`config.mk`:
```
export PLATFORM = sky130hd
export DESIGN_NAME = icmb_top
export DESIGN_NICKNAME = d
export VERILOG_FILES = /design/src/rtl/icmb_pkg.sv /design/src/rtl/icmb_chan.sv /design/src/rtl/icmb_port.sv /design/src/rtl/icmb_top.sv
export SDC_FILE = /design/constraint.sdc
export NUM_CORES = 1
export LEC_CHECK = 0
export BUFFER_PORTS_ARGS = -buffer_cell sky130_fd_sc_hd__buf_2
export CORE_MARGIN = 2
export CORE_UTILIZATION = 59
export DETAILED_ROUTE_END_ITERATION = 7
export HOLD_SLACK_MARGIN = 0.12
export PLACE_DENSITY = 0.79
export RECOVER_POWER = 25
export SYNTH_ARGS = -nofsm -noshare
export SYNTH_HDL_FRONTEND = slang
export SYNTH_SLANG_ARGS = --single-unit
```
`constraint.sdc`:
```
create_clock -name clk -period 2.2 [get_ports clk]
set_input_delay 0.33 -clock clk [delete_from_list [all_inputs] [get_ports clk]]
set_output_delay 0.33 -clock clk [all_outputs]
set_load 0.02 [all_outputs]
```
`src/rtl/icmb_pkg.sv`:
```
`timescale 1ns/1ps
package icmb_pkg;

   // Bit position helpers shared by status and control words.
   // Each group is packed from the top; element 0 takes the highest bit.
   function automatic int te_pos(input int dw, input int n);
      return dw - 1 - n;
   endfunction

   function automatic int rf_pos(input int dw, input int nm, input int n);
      return dw - 1 - nm - n;
   endfunction

   function automatic int gp_pos(input int dw, input int nm, input int g);
      return dw - 1 - 2 * nm - g;
   endfunction

   function automatic int nmi_pos(input int dw, input int nm, input int ng);
      return dw - 1 - 2 * nm - ng;
   endfunction

   function automatic int busy_pos(input int dw, input int nm, input int ng);
      return dw - 2 - 2 * nm - ng;
   endfunction

endpackage

```
`src/rtl/icmb_chan.sv`:
```
`timescale 1ns/1ps
// One direction of the mailbox: source side writes, destination side reads.
module icmb_chan #(
   parameter int NUM_MSG  = 4,
   parameter int DATA_W   = 32,
   parameter int NUM_GIR  = 4,
   parameter int FLAG_W   = 3,
   parameter int FLAG_DLY = 2
) (
   input  logic                            clk,
   input  logic                            rst_n,
   input  logic [NUM_MSG-1:0]              tx_wr,
   input  logic [DATA_W-1:0]               tx_data,
   input  logic [NUM_MSG-1:0]              rx_rd,
   input  logic                            flg_wr,
   input  logic [FLAG_W-1:0]               flg_data,
   input  logic [NUM_GIR-1:0]              gir_set,
   input  logic                            nmi_set,
   input  logic [NUM_GIR-1:0]              gip_clr,
   input  logic                            nmi_clr,
   output logic [NUM_MSG-1:0]              slot_full,
   output logic [NUM_MSG-1:0][DATA_W-1:0]  slot_data,
   output logic [FLAG_W-1:0]               flg_src,
   output logic                            flg_busy,
   output logic [FLAG_W-1:0]               flg_dst,
   output logic [NUM_GIR-1:0]              gip_pend,
   output logic                            nmi_pend
);

   localparam int CNT_W = (FLAG_DLY > 1) ? $clog2(FLAG_DLY) : 1;
   localparam logic [CNT_W-1:0] CNT_LOAD = CNT_W'(FLAG_DLY - 1);

   // Message slots
   for (genvar i = 0; i < NUM_MSG; i++) begin : g_slot
      logic [DATA_W-1:0] word_q;
      logic              full_q;

      always_ff @(posedge clk or negedge rst_n) begin
         if (!rst_n) begin
            word_q <= '0;
            full_q <= 1'b0;
         end else if (tx_wr[i]) begin
            word_q <= tx_data;
            full_q <= 1'b1;
         end else if (rx_rd[i]) begin
            full_q <= 1'b0;
         end
      end

      assign slot_full[i] = full_q;
      assign slot_data[i] = word_q;
   end

   // Flag propagation with a fixed in-flight window
   logic [CNT_W-1:0] cnt_q;
   logic             flg_take;

   assign flg_take = flg_wr && !flg_busy && (flg_data != flg_src);

   always_ff @(posedge clk or negedge rst_n) begin
      if (!rst_n) begin
         flg_src  <= '0;
         flg_dst  <= '0;
         flg_busy <= 1'b0;
         cnt_q    <= '0;
      end else if (flg_take) begin
         flg_src  <= flg_data;
         flg_busy <= 1'b1;
         cnt_q    <= CNT_LOAD;
      end else if (flg_busy) begin
         if (cnt_q == '0) begin
            flg_dst  <= flg_src;
            flg_busy <= 1'b0;
         end else begin
            cnt_q <= cnt_q - 1'b1;
         end
      end
   end

   // Pending requests: set only from idle, cleared only by acknowledge
   logic [NUM_GIR:0] pend_q, pend_set, pend_clr;

   assign pend_set = {nmi_set, gir_set};
   assign pend_clr = {nmi_clr, gip_clr};

   always_ff @(posedge clk or negedge rst_n) begin
      if (!rst_n) pend_q <= '0;
      else        pend_q <= (pend_q & ~pend_clr) | (~pend_q & pend_set);
   end

   assign gip_pend = pend_q[NUM_GIR-1:0];
   assign nmi_pend = pend_q[NUM_GIR];

endmodule

```
`src/rtl/icmb_port.sv`:
```
`timescale 1ns/1ps
// Register front end of one side: decode, read mux, enables, interrupt.
module icmb_port
   import icmb_pkg::*;
#(
   parameter int NUM_MSG = 4,
   parameter int DATA_W  = 32,
   parameter int NUM_GIR = 4,
   parameter int FLAG_W  = 3,
   parameter int ADDR_W  = 4
) (
   input  logic                            clk,
   input  logic                            rst_n,
   input  logic                            sel,
   input  logic                            wr,
   input  logic [ADDR_W-1:0]               addr,
   input  logic [DATA_W-1:0]               wdata,
   output logic [DATA_W-1:0]               rdata,
   output logic                            irq,
   output logic                            nmi,
   // outgoing direction state
   input  logic [NUM_MSG-1:0]              out_full,
   input  logic [FLAG_W-1:0]               out_flags,
   input  logic                            out_busy,
   input  logic [NUM_GIR-1:0]              out_gip,
   input  logic                            out_nmi,
   // incoming direction state
   input  logic [NUM_MSG-1:0]              in_full,
   input  logic [NUM_MSG-1:0][DATA_W-1:0]  in_data,
   input  logic [FLAG_W-1:0]               in_flags,
   input  logic [NUM_GIR-1:0]              in_gip,
   input  logic                            in_nmi,
   // requests toward the two directions
   output logic [NUM_MSG-1:0]              tx_wr,
   output logic [DATA_W-1:0]               tx_data,
   output logic [NUM_MSG-1:0]              rx_rd,
   output logic                            flg_wr,
   output logic [FLAG_W-1:0]               flg_data,
   output logic [NUM_GIR-1:0]              gir_set,
   output logic                            nmi_set,
   output logic [NUM_GIR-1:0]              gip_clr,
   output logic                            nmi_clr
);

   localparam int TX_BASE = 0;
   localparam int RX_BASE = NUM_MSG;
   localparam int SR_ADDR = 2 * NUM_MSG;
   localparam int CR_ADDR = 2 * NUM_MSG + 1;
   localparam int NMI_B   = nmi_pos(DATA_W, NUM_MSG, NUM_GIR);
   localparam int BUSY_B  = busy_pos(DATA_W, NUM_MSG, NUM_GIR);

   logic wr_stb, rd_stb, sr_wr, cr_wr;
   logic [NUM_MSG-1:0] rie_q;
   logic [NUM_GIR-1:0] gie_q;
   logic [DATA_W-1:0]  sr_val, cr_val;

   assign wr_stb = sel && wr;
   assign rd_stb = sel && !wr;
   assign sr_wr  = wr_stb && (addr == ADDR_W'(SR_ADDR));
   assign cr_wr  = wr_stb && (addr == ADDR_W'(CR_ADDR));

   for (genvar i = 0; i < NUM_MSG; i++) begin : g_dec
      assign tx_wr[i] = wr_stb && (addr == ADDR_W'(TX_BASE + i));
      assign rx_rd[i] = rd_stb && (addr == ADDR_W'(RX_BASE + i));
   end

   for (genvar g = 0; g < NUM_GIR; g++) begin : g_req
      assign gir_set[g] = cr_wr && wdata[gp_pos(DATA_W, NUM_MSG, g)];
      assign gip_clr[g] = sr_wr && wdata[gp_pos(DATA_W, NUM_MSG, g)];
   end

   assign nmi_set  = cr_wr && wdata[NMI_B];
   assign nmi_clr  = sr_wr && wdata[NMI_B];
   assign tx_data  = wdata;
   assign flg_wr   = cr_wr;
   assign flg_data = wdata[FLAG_W-1:0];

   always_ff @(posedge clk or negedge rst_n) begin
      if (!rst_n) begin
         rie_q <= '0;
         gie_q <= '0;
      end else if (cr_wr) begin
         for (int i = 0; i < NUM_MSG; i++) rie_q[i] <= wdata[rf_pos(DATA_W, NUM_MSG, i)];
         for (int g = 0; g < NUM_GIR; g++) gie_q[g] <= wdata[FLAG_W + g];
      end
   end

   always_comb begin
      sr_val = '0;
      for (int i = 0; i < NUM_MSG; i++) begin
         sr_val[te_pos(DATA_W, i)]          = !out_full[i];
         sr_val[rf_pos(DATA_W, NUM_MSG, i)] = in_full[i];
      end
      for (int g = 0; g < NUM_GIR; g++) sr_val[gp_pos(DATA_W, NUM_MSG, g)] = in_gip[g];
      sr_val[NMI_B]        = in_nmi;
      sr_val[BUSY_B]       = out_busy;
      sr_val[FLAG_W-1:0]   = in_flags;
   end

   always_comb begin
      cr_val = '0;
      for (int i = 0; i < NUM_MSG; i++) cr_val[rf_pos(DATA_W, NUM_MSG, i)] = rie_q[i];
      for (int g = 0; g < NUM_GIR; g++) begin
         cr_val[gp_pos(DATA_W, NUM_MSG, g)] = out_gip[g];
         cr_val[FLAG_W + g]                 = gie_q[g];
      end
      cr_val[NMI_B]      = out_nmi;
      cr_val[FLAG_W-1:0] = out_flags;
   end

   always_comb begin
      rdata = '0;
      if (rd_stb) begin
         if (addr == ADDR_W'(SR_ADDR)) begin
            rdata = sr_val;
         end else if (addr == ADDR_W'(CR_ADDR)) begin
            rdata = cr_val;
         end else begin
            for (int i = 0; i < NUM_MSG; i++)
               if (addr == ADDR_W'(RX_BASE + i)) rdata = in_data[i];
         end
      end
   end

   assign irq = (|(in_full & rie_q)) || (|(in_gip & gie_q));
   assign nmi = in_nmi;

endmodule

```
`src/rtl/icmb_top.sv`:
```
`timescale 1ns/1ps
// Two-sided mailbox: side 0 is A, side 1 is B. Direction s carries s -> 1-s.
module icmb_top #(
   parameter int NUM_MSG  = 4,
   parameter int DATA_W   = 32,
   parameter int NUM_GIR  = 4,
   parameter int FLAG_W   = 3,
   parameter int FLAG_DLY = 2,
   parameter int ADDR_W   = 4
) (
   input  logic              clk,
   input  logic              rst_n,
   input  logic              a_sel,
   input  logic              a_wr,
   input  logic [ADDR_W-1:0] a_addr,
   input  logic [DATA_W-1:0] a_wdata,
   output logic [DATA_W-1:0] a_rdata,
   output logic              a_irq,
   output logic              a_nmi,
   input  logic              b_sel,
   input  logic              b_wr,
   input  logic [ADDR_W-1:0] b_addr,
   input  logic [DATA_W-1:0] b_wdata,
   output logic [DATA_W-1:0] b_rdata,
   output logic              b_irq,
   output logic              b_nmi
);

   localparam int USED_BITS = 2 * NUM_MSG + NUM_GIR + 2 + FLAG_W + NUM_GIR;
   localparam int NUM_REGS  = 2 * NUM_MSG + 2;

   if (NUM_MSG < 1 || NUM_GIR < 1 || FLAG_W < 1) begin : g_bad_count
      $error("icmb_top: slot, request and flag counts must be at least 1");
   end
   if (FLAG_DLY < 1) begin : g_bad_dly
      $error("icmb_top: FLAG_DLY must be at least 1");
   end
   if (USED_BITS > DATA_W) begin : g_bad_layout
      $error("icmb_top: status and control fields do not fit in DATA_W");
   end
   if ((1 << ADDR_W) < NUM_REGS) begin : g_bad_addr
      $error("icmb_top: ADDR_W too small for the register map");
   end

   logic              bus_sel   [2];
   logic              bus_wr    [2];
   logic [ADDR_W-1:0] bus_addr  [2];
   logic [DATA_W-1:0] bus_wdata [2];
   logic [DATA_W-1:0] bus_rdata [2];
   logic              bus_irq   [2];
   logic              bus_nmi   [2];

   logic [NUM_MSG-1:0]             tx_wr     [2];
   logic [DATA_W-1:0]              tx_data   [2];
   logic [NUM_MSG-1:0]             rx_rd     [2];
   logic                           flg_wr    [2];
   logic [FLAG_W-1:0]              flg_data  [2];
   logic [NUM_GIR-1:0]             gir_set   [2];
   logic                           nmi_set   [2];
   logic [NUM_GIR-1:0]             gip_clr   [2];
   logic                           nmi_clr   [2];
   logic [NUM_MSG-1:0]             slot_full [2];
   logic [NUM_MSG-1:0][DATA_W-1:0] slot_data [2];
   logic [FLAG_W-1:0]              flg_src   [2];
   logic                           flg_busy  [2];
   logic [FLAG_W-1:0]              flg_dst   [2];
   logic [NUM_GIR-1:0]             gip_pend  [2];
   logic                           nmi_pend  [2];

   assign bus_sel[0]   = a_sel;
   assign bus_wr[0]    = a_wr;
   assign bus_addr[0]  = a_addr;
   assign bus_wdata[0] = a_wdata;
   assign bus_sel[1]   = b_sel;
   assign bus_wr[1]    = b_wr;
   assign bus_addr[1]  = b_addr;
   assign bus_wdata[1] = b_wdata;
   assign a_rdata = bus_rdata[0];
   assign a_irq   = bus_irq[0];
   assign a_nmi   = bus_nmi[0];
   assign b_rdata = bus_rdata[1];
   assign b_irq   = bus_irq[1];
   assign b_nmi   = bus_nmi[1];

   for (genvar s = 0; s < 2; s++) begin : g_side
      icmb_chan #(
         .NUM_MSG(NUM_MSG), .DATA_W(DATA_W), .NUM_GIR(NUM_GIR),
         .FLAG_W(FLAG_W), .FLAG_DLY(FLAG_DLY)
      ) u_chan (
         .clk      (clk),
         .rst_n    (rst_n),
         .tx_wr    (tx_wr[s]),
         .tx_data  (tx_data[s]),
         .rx_rd    (rx_rd[1-s]),
         .flg_wr   (flg_wr[s]),
         .flg_data (flg_data[s]),
         .gir_set  (gir_set[s]),
         .nmi_set  (nmi_set[s]),
         .gip_clr  (gip_clr[1-s]),
         .nmi_clr  (nmi_clr[1-s]),
         .slot_full(slot_full[s]),
         .slot_data(slot_data[s]),
         .flg_src  (flg_src[s]),
         .flg_busy (flg_busy[s]),
         .flg_dst  (flg_dst[s]),
         .gip_pend (gip_pend[s]),
         .nmi_pend (nmi_pend[s])
      );

      icmb_port #(
         .NUM_MSG(NUM_MSG), .DATA_W(DATA_W), .NUM_GIR(NUM_GIR),
         .FLAG_W(FLAG_W), .ADDR_W(ADDR_W)
      ) u_port (
         .clk      (clk),
         .rst_n    (rst_n),
         .sel      (bus_sel[s]),
         .wr       (bus_wr[s]),
         .addr     (bus_addr[s]),
         .wdata    (bus_wdata[s]),
         .rdata    (bus_rdata[s]),
         .irq      (bus_irq[s]),
         .nmi      (bus_nmi[s]),
         .out_full (slot_full[s]),
         .out_flags(flg_src[s]),
         .out_busy (flg_busy[s]),
         .out_gip  (gip_pend[s]),
         .out_nmi  (nmi_pend[s]),
         .in_full  (slot_full[1-s]),
         .in_data  (slot_data[1-s]),
         .in_flags (flg_dst[1-s]),
         .in_gip   (gip_pend[1-s]),
         .in_nmi   (nmi_pend[1-s]),
         .tx_wr    (tx_wr[s]),
         .tx_data  (tx_data[s]),
         .rx_rd    (rx_rd[s]),
         .flg_wr   (flg_wr[s]),
         .flg_data (flg_data[s]),
         .gir_set  (gir_set[s]),
         .nmi_set  (nmi_set[s]),
         .gip_clr  (gip_clr[s]),
         .nmi_clr  (nmi_clr[s])
      );
   end

endmodule

```
# ---- Yosys cells after proc, flatten, opt, wreduce, memory -nomap -nowiden
# Index checks and enable logic that the tools add are counted.
# Widths: inputs -> output; s select.
dict set report totals {
  output_inout_bits 68
  inputBits 78
  reg_bits 306
  wordCells 192
}
dict set report classes {
  addsub 2
  muxes 42
  n_reduce_logical 80
  bitwise_logic 18
  eq_ne 20
}
# operator n
set ops {}
lappend ops {{$mux 32} 14}
lappend ops {{$logic_and 1x1->1} 48}
lappend ops {{$eq 4x3->1 const B} 8}
lappend ops {{$mux 1} 28}
lappend ops {{$and 5x5->5} 4}
lappend ops {{$not 5->5} 4}
lappend ops {{$reduce_bool 2->1} 10}
lappend ops {{$and 4x4->4} 4}
lappend ops {{$eq 4x2->1 const B} 4}
lappend ops {{$eq 4x4->1 const B} 4}
lappend ops {{$reduce_or 4->1} 4}
lappend ops {{$logic_not 1->1} 12}
lappend ops {{$or 5x5->5} 2}
lappend ops {{$eq 4x1->1 const B} 2}
lappend ops {{$logic_not 4->1} 2}
lappend ops {{$ne 3x3->1} 2}
lappend ops {{$reduce_and 3->1} 2}
lappend ops {{$not 1->1} 4}
lappend ops {{$logic_or 1x1->1} 2}
lappend ops {{$sub 1x1->1 const B} 2}

# ---- Logic depth before layout (Yosys ltp)
# Gate-level depths: netlist of run 1.
dict set report depth {
  ltp_word 8
  mapped_depth 7
  ltp_nobuf 4
}

# ---- By module
# A second synthesis of run 1 with hierarchy kept.
dict set report unflattened {
  cells_unflattened 1264
  area_unflattened_um2 16946.3
}
# module seq_area_each_um2 instances area_each_um2 cells_per_inst
set by_module_without_submodules {}
lappend by_module_without_submodules {icmb_chan 3628.5 2 6070.8 327}
lappend by_module_without_submodules {icmb_port 200.2 2 2402.3 305}

# ---- Worst setup path after synthesis of run 1
# Ideal clock, no wire load.
dict set report synth_timing {
  path_type {input to output}
  startpoint {in b_addr[2]}
  endpoint {out b_rdata[30]}
  required_time_ps 1870
  arrival_time_ps 1749
  setup_slack_ps 121
  n_path_buf 2
  path_stages 6
  cell_sequence {buf_2 -> nor2b_1 -> buf_2 -> nand2b_1 -> o22a_1 -> o32ai_1}
}
dict set report synth_via {
  elab_chain_cells 8
  elab_cells_between_ends 13
  classes_between {6 x eq/ne; 7 x mux}
}
# element line
set synth_rtl {}
lappend synth_rtl {{start, declared} icmb_top.sv:22} ;# input logic [ADDR_W-1:0] b_addr,
lappend synth_rtl {{$eq 4x3->1} icmb_port.sv:120} ;# if (addr == ADDR_W'(RX_BASE + i)) rdata = in_data[i];
lappend synth_rtl {{$mux 32 (4 in series)} icmb_port.sv:120}
lappend synth_rtl {{$mux 32} icmb_port.sv:116} ;# end else if (addr == ADDR_W'(CR_ADDR)) begin
lappend synth_rtl {{$mux 32 (*)} icmb_port.sv:114} ;# if (addr == ADDR_W'(SR_ADDR)) begin
lappend synth_rtl {{$mux 32 (*)} icmb_port.sv:113} ;# if (rd_stb) begin
lappend synth_rtl {{end, declared} icmb_top.sv:24} ;# output logic [DATA_W-1:0] b_rdata,
# Mark *: on every way between the ends. The rest lies on a longest branch, timed or not.

# ---- Worst setup path in the final report of run 1
dict set report layout_timing {
  startpoint {reg g_side[1].u_chan.g_slot[1].full_q}
  endpoint {out a_rdata[26]}
}
dict set report layout_via {
  elab_chain_cells 2
}
# element line
set layout_rtl {}
lappend layout_rtl {{start, declared} icmb_chan.sv:36} ;# logic full_q;
lappend layout_rtl {{start signal, assigned} icmb_chan.sv:41} ;# full_q <= 1'b0;
lappend layout_rtl {{start signal, assigned} icmb_chan.sv:44} ;# full_q <= 1'b1;
lappend layout_rtl {{start signal, assigned} icmb_chan.sv:46} ;# full_q <= 1'b0;
lappend layout_rtl {{$mux 32} icmb_port.sv:114}
lappend layout_rtl {{$mux 32} icmb_port.sv:113}
lappend layout_rtl {{end, declared} icmb_top.sv:17} ;# output logic [DATA_W-1:0] a_rdata,
# Every way passes these cells.

==> metrics.cfg, run 1 <==
[outcome]
status = finished with violations
violations = capacitance limit, slew limit

[routing]
wl_um = 38100
wl_per_cell_um = 23.0
firstDrtPassIters = 5
drt_iter0_markers = 896
postRouteAntennaNets = 0
num_vias = 10400
drc = 0
via_per_inst = 6.26

[global_route]
grt_pass1_vias = 10700
grtUsageTotal_pct = 29.7
grt_max_degree = 72
antenna_found_initial = 2
grt_overflow = 0
grt_pass1_wl_um = 59900

[finish]
synthToLayoutAreaGrowth_pct = 20.0
fillCellCount = 1604
layout-drive-gt1-share_pct = 46.0
utilization_pct = 72.0
fin_nets = 1385
antenna_cells = 0

[yosys]
avgSynthCellArea_um2 = 13.3
synthFlopType = dfrtp_1
yosysTopAreaCellShare_pct = 52.6
yosysMostFrequentCell = mux2_2
yosysTopAreaCell = dfrtp_1
synthCells = 1093
synth_xor_area_share_pct = 0.361
ys_async_sr_fraction_pct = 100
synth_fa_ha_area_share_pct = 0
synthesis.area_um2 = 14600
ys_ff_latch = 306
yosysUniqueCellTypes = 52
synth_edf_count = 0
synthTopCellsByCount = mux2_2 (309), dfrtp_1 (306), a21oi_1 (51)
synth_compound_area_share_pct = 7.27
muxShareOfSynthArea_pct = 30.5
synth_top_family_by_area = multiplexers
yosysSeqAreaShare_pct = 52.6
ys_warn_count = 0
ys_top_cells_by_area = dfrtp_1 (53%), mux2_2 (24%), mux4_2 (3.4%)
yosys.area_share.simple_pct = 6.34
synth_nets = 1171

[clock_network]
root_buffer = clkbuf_16
ctsHtreeMaxLevel = 2
cts_tree = yes
path_clk_slew_ps = 60
clock_path_buffers = 3
insertion_delay_ps = 510
postCtsSetupBuffers = 0
numCtsBuffers = 34
clock_sinks = 306

[sta]
maxSlewHeadroom_pct = -1.59
hold_viol = 0
fin_crit_ps = 2130
tightest_slew_ps = 1520
setup_viol_count_final = 0
finalCritPeriodShare_pct = 96.7
max_freq_mhz = 470
drv_slew = 52
skew_ps = 11.7
rsz0062_at_grt = true

[floorplan]
initial_utilization_pct = 60.0
die_x_um = 161
core_um2 = 24200
num_rows = 57
io_pins = 146
die_area_um2 = 25900
die_height_um = 161

[flow_run]
drv_cap = 1

[worst_setup_path]
path_class = register to primary output
start_kind = register
cp-end-kind = primary output
cp.required_ps = 1870
cp_max_fo = 4
cp.arrival_ps = 1800

[placed_design]
io_buffer_count = 145
gp_congestion = 0.873
dp.final_hpwl_um = 25200

[pwr]
p_total_w = 0.0158
powerDensity_nw_per_um2 = 907
peakVddDrop_v = 0.000638
power.leakage_nw = 8.33

[min_path]
min_path_type = primary input to register

## worst max-delay path, stage by stage (launching register included)
cell and delay (ps):
dfrtp_1 460, mux2_2 330, a22oi_1 230, a21oi_1 100
buf_2 170
## flip-flops by register name, indices dropped and copies added, names as in the netlist
name	count
g_side.u_port.gie_q	8
g_side.u_chan.cnt_q	2
g_side.u_chan.flg_dst	6
g_side.u_chan.g_slot.full_q	8
g_side.u_chan.pend_q	10
g_side.u_chan.flg_src	6
g_side.u_port.rie_q	8
g_side.u_chan.g_slot.word_q	256
g_side.u_chan.flg_busy	2
## per-layer routing
layer  wire, um  track usage, %
met1      16100            41.9
met2      18100            47.5
met3       3040            5.75
met4        844            8.36
met5         13               0
## power by group
part | internal [W] | total (W) | switching, W
combinational | 0.00145 | 0.00259 | 0.00114
clock | 0.00356 | 0.00580 | 0.00224
sequential | 0.00673 | 0.00744 | 0.000715
total | 0.0117 | 0.0158 | 0.00409
## worst paths after layout
| path | from | end | slack [ps] | depth (start not counted) |
|---|---|---|---|---|
| max | g_side[1].u_chan.g_slot[1].full_q | a_rdata[26] | 70 | 4 |
| min | a_wdata[20] | g_side[1].u_chan.pend_q[3] | 140 | 2 |
| min in group asynchronous | rst_n | g_side[0].u_chan.g_slot[0].word_q[13] | 740 | 2 |
| max reg2reg | g_side[1].u_chan.flg_busy | g_side[1].u_chan.flg_src[2] | 880 | 2 |
| min reg2reg | g_side[1].u_chan.g_slot[3].word_q[24] | g_side[1].u_chan.g_slot[3].word_q[24] | 490 | 1 |
| max in group asynchronous | rst_n | g_side[1].u_chan.g_slot[1].word_q[27] | 240 | 3 |
## through the flow
step	area [um^2]	hold slack (ps)	worst slack, ps	cells	setup TNS [ps]
after floorplan	14600	34.4	121	1093	0
after global placement	16000	294	101	1556	0
after detailed placement	16000	295	1.87	1556	0
after CTS	17500	122	1.50	1654	0
after global routing	17500	133	-40.0	1654	-2100
final	17500	140	72.9	1654	0
## area by class of cell
cell class / instances / area (um^2) / area share [%]
Sequential cell: 306 / 7660 / 43.8
Multi-Input combinational cell: 711 / 6480 / 37.1
Timing Repair Buffer: 251 / 1760 / 10.1
Clock buffer: 52 / 1060 / 6.08
Tap cell: 324 / 405 / 2.32
Clock inverter: 7 / 90.1 / 0.516
Inverter: 3 / 11.3 / 0.0645
## cells in the final DEF, fill, tap and decap left out, drive strengths merged, types with 6 or more instances in the layout
cell type    instances
o21ai               23
mux2i               31
clkbuf              58
nor3                18
and3                32
nor2                32
mux2               322
a21oi               51
nand3b               6
o22ai                9
a211o                9
a22oi               19
a31oi               10
nand2b               9
a2bb2oi              8
dlygate4sd3         39
nand2               45
nor2b                6
buf                206
mux4                22
dfrtp              306
nand3                8
## what timing repair did
item | 4_1_cts | 5_1_grt
endpoints found under the hold margin | 183 | 0
hold buffers | 39 | 0
endpoints found under the setup margin | 0 | 11
resized for setup | 0 | 4
## logic make-up after synthesis
family                 Yosys count
AO/OA/AOI/OAI                  162
XOR/XNOR                         6
buffers and inverters           76
flip-flops                     306
multiplexers                   375
AND/OR/NAND/NOR                168
Note: power is estimated with default switching activity, not from simulation.
==> inputs of run 2 (changes only) <==
clock period = 2.05 ns   (was 2.2 ns; I/O delays follow)
==> metrics.cfg, run 2 (synthesized netlist as in run 1, its figures left out) <==
[worst_setup_path]
ff2ff_path_depth = 2
cp_max_fo = 2
cp.arrival_ps = 1800
rr_endpoint = g_side[1].u_chan.flg_src[1]
r2r_slack_ps = 800
path_class = register to primary output
start_kind = register
rr_startpoint = g_side[1].u_chan.flg_busy
cp-end-kind = primary output
cp.required_ps = 1740

[sta]
finalWorstSetupSlack_ps = -55.1
hold_viol = 0
finalCritPeriodShare_pct = 103
rsz0062_at_grt = true
skew_ps = 6.00
fin_crit_ps = 2110
setup_viol_count_final = 2
holdWs_ps = 121
maxSlewHeadroom_pct = -3.79
max_freq_mhz = 475
drv_slew = 53
tightest_slew_ps = 1560

[clock_network]
root_buffer = clkbuf_16
insertion_delay_ps = 510
numCtsBuffers = 34
clock_sinks = 306
cts_tree = yes
clock_path_buffers = 3
ctsHtreeMaxLevel = 2
path_clk_slew_ps = 60

[finish]
largest_reg_flops = 256
layout_common_cells = mux2_2 (307), dfrtp_1 (297), buf_2 (128)
reg.largest.list = g_side.u_chan.g_slot.word_q: 256 flops, g_side.u_chan.pend_q: 10 flops
largest-register = g_side.u_chan.g_slot.word_q
synthToLayoutAreaGrowth_pct = 23.9
layout-drive-gt1-share_pct = 49.1
fillCellCount = 1511
final_common_cell = mux2_2
fin_area_um2 = 18000
fin_nets = 1400
utilization_pct = 74.4

[global_route]
grt_pass1_wl_um = 60100
grtUsageTotal_pct = 29.8
grt_max_degree = 74
antenna_found_initial = 1
grt_pass1_vias = 10900
grt_overflow = 0

[pwr]
peakVddDrop_v = 0.000874
p_total_w = 0.0177
power.leakage_nw = 8.47
powerDensity_nw_per_um2 = 982

[floorplan]
die_area_um2 = 25900
core_um2 = 24200
die_x_um = 161
initial_utilization_pct = 60.0
num_rows = 57
die_height_um = 161
io_pins = 146

[outcome]
status = finished with violations
violations = capacitance limit, slew limit, setup timing

[routing]
postRouteAntennaNets = 0
via_per_inst = 6.18
wl_per_cell_um = 23.0
drt_iter0_markers = 956
wl_um = 38300
drc = 0
num_vias = 10300
firstDrtPassIters = 6

[min_path]
whs_endpoint = g_side[1].u_chan.g_slot[0].word_q[6]
min-delay-start = b_wdata[6]
min_path_type = primary input to register
holdPathStages = 2

[placed_design]
gp_congestion = 0.911
io_buffer_count = 145
placed_area_um2 = 16000
dp.final_hpwl_um = 25200

[flow_run]
drv_cap = 1

run 2: where the power goes:
group          internal, W  switching, W
Clock              0.00436       0.00243
Combinational      0.00164       0.00126
Sequential         0.00723      0.000788
Total               0.0132       0.00448
run 2: per-stage QoR:
step                instances  TNS [ps]  setup slack, ps
floorplan                1093         0             16.1
global placement         1554     -21.8            -21.8
detailed placement       1554      -423            -89.8
CTS                      1664     -87.9            -76.6
global route             1670     -6370             -109
finish                   1670     -74.6            -55.1
run 2: final cells by class:
cell class              count  area, um^2  share of cell area (%)
flip-flops and latches    306        7670                    42.5
multi-input cells         711        6640                    36.8
repair buffers            266        2040                    11.3
clock buffers              45        1020                    5.63
well taps                 324         405                    2.25
clock inverters            14         255                    1.42
inverters                   3        11.3                  0.0624
diodes                      1        2.50                  0.0139
run 2: how the worst max path moves through the flow:
stage | start | endpoint | slack, ps | depth (start not counted)
detailed placement | b_addr[2] | b_rdata[31] | -90 | 6
finish | g_side[0].u_chan.g_slot[2].word_q[3] | b_rdata[3] | -60 | 5
floorplan | b_addr[2] | b_rdata[30] | 20 | 6
CTS | g_side[0].u_chan.g_slot[0].word_q[3] | b_rdata[3] | -80 | 6
global route | g_side[0].u_chan.g_slot[2].word_q[3] | b_rdata[3] | -110 | 5
global placement | b_addr[2] | b_rdata[3] | -20 | 7
run 2: repair_timing:
action                     in CTS  in global routing
setup buffers                   1                  5
resized for setup               9                 62
pin swaps                       3                 10
hold endpoints to repair      221                  0
cloned                          0                  1
setup endpoints to repair      11                 40
hold buffers                   50                  0
run 2: per-layer routing:
layer / vias up / global-route usage [%] / share of wire [%]
met3: 87 / 6.91 / 7.8
met1: 5276 / 40.8 / 42
met4: 0 / 11.0 / 2.9
met2: 439 / 47.1 / 48
met5: - / 0 / 0
li1: 4517 / - / -
run 2: critical path, cell delays in order (launching register included):
cell and delay (ps):
dfrtp_1 370, mux2i_1 180, o21ai_1 120, a221oi_2 340
nor3_2 120, buf_6 150
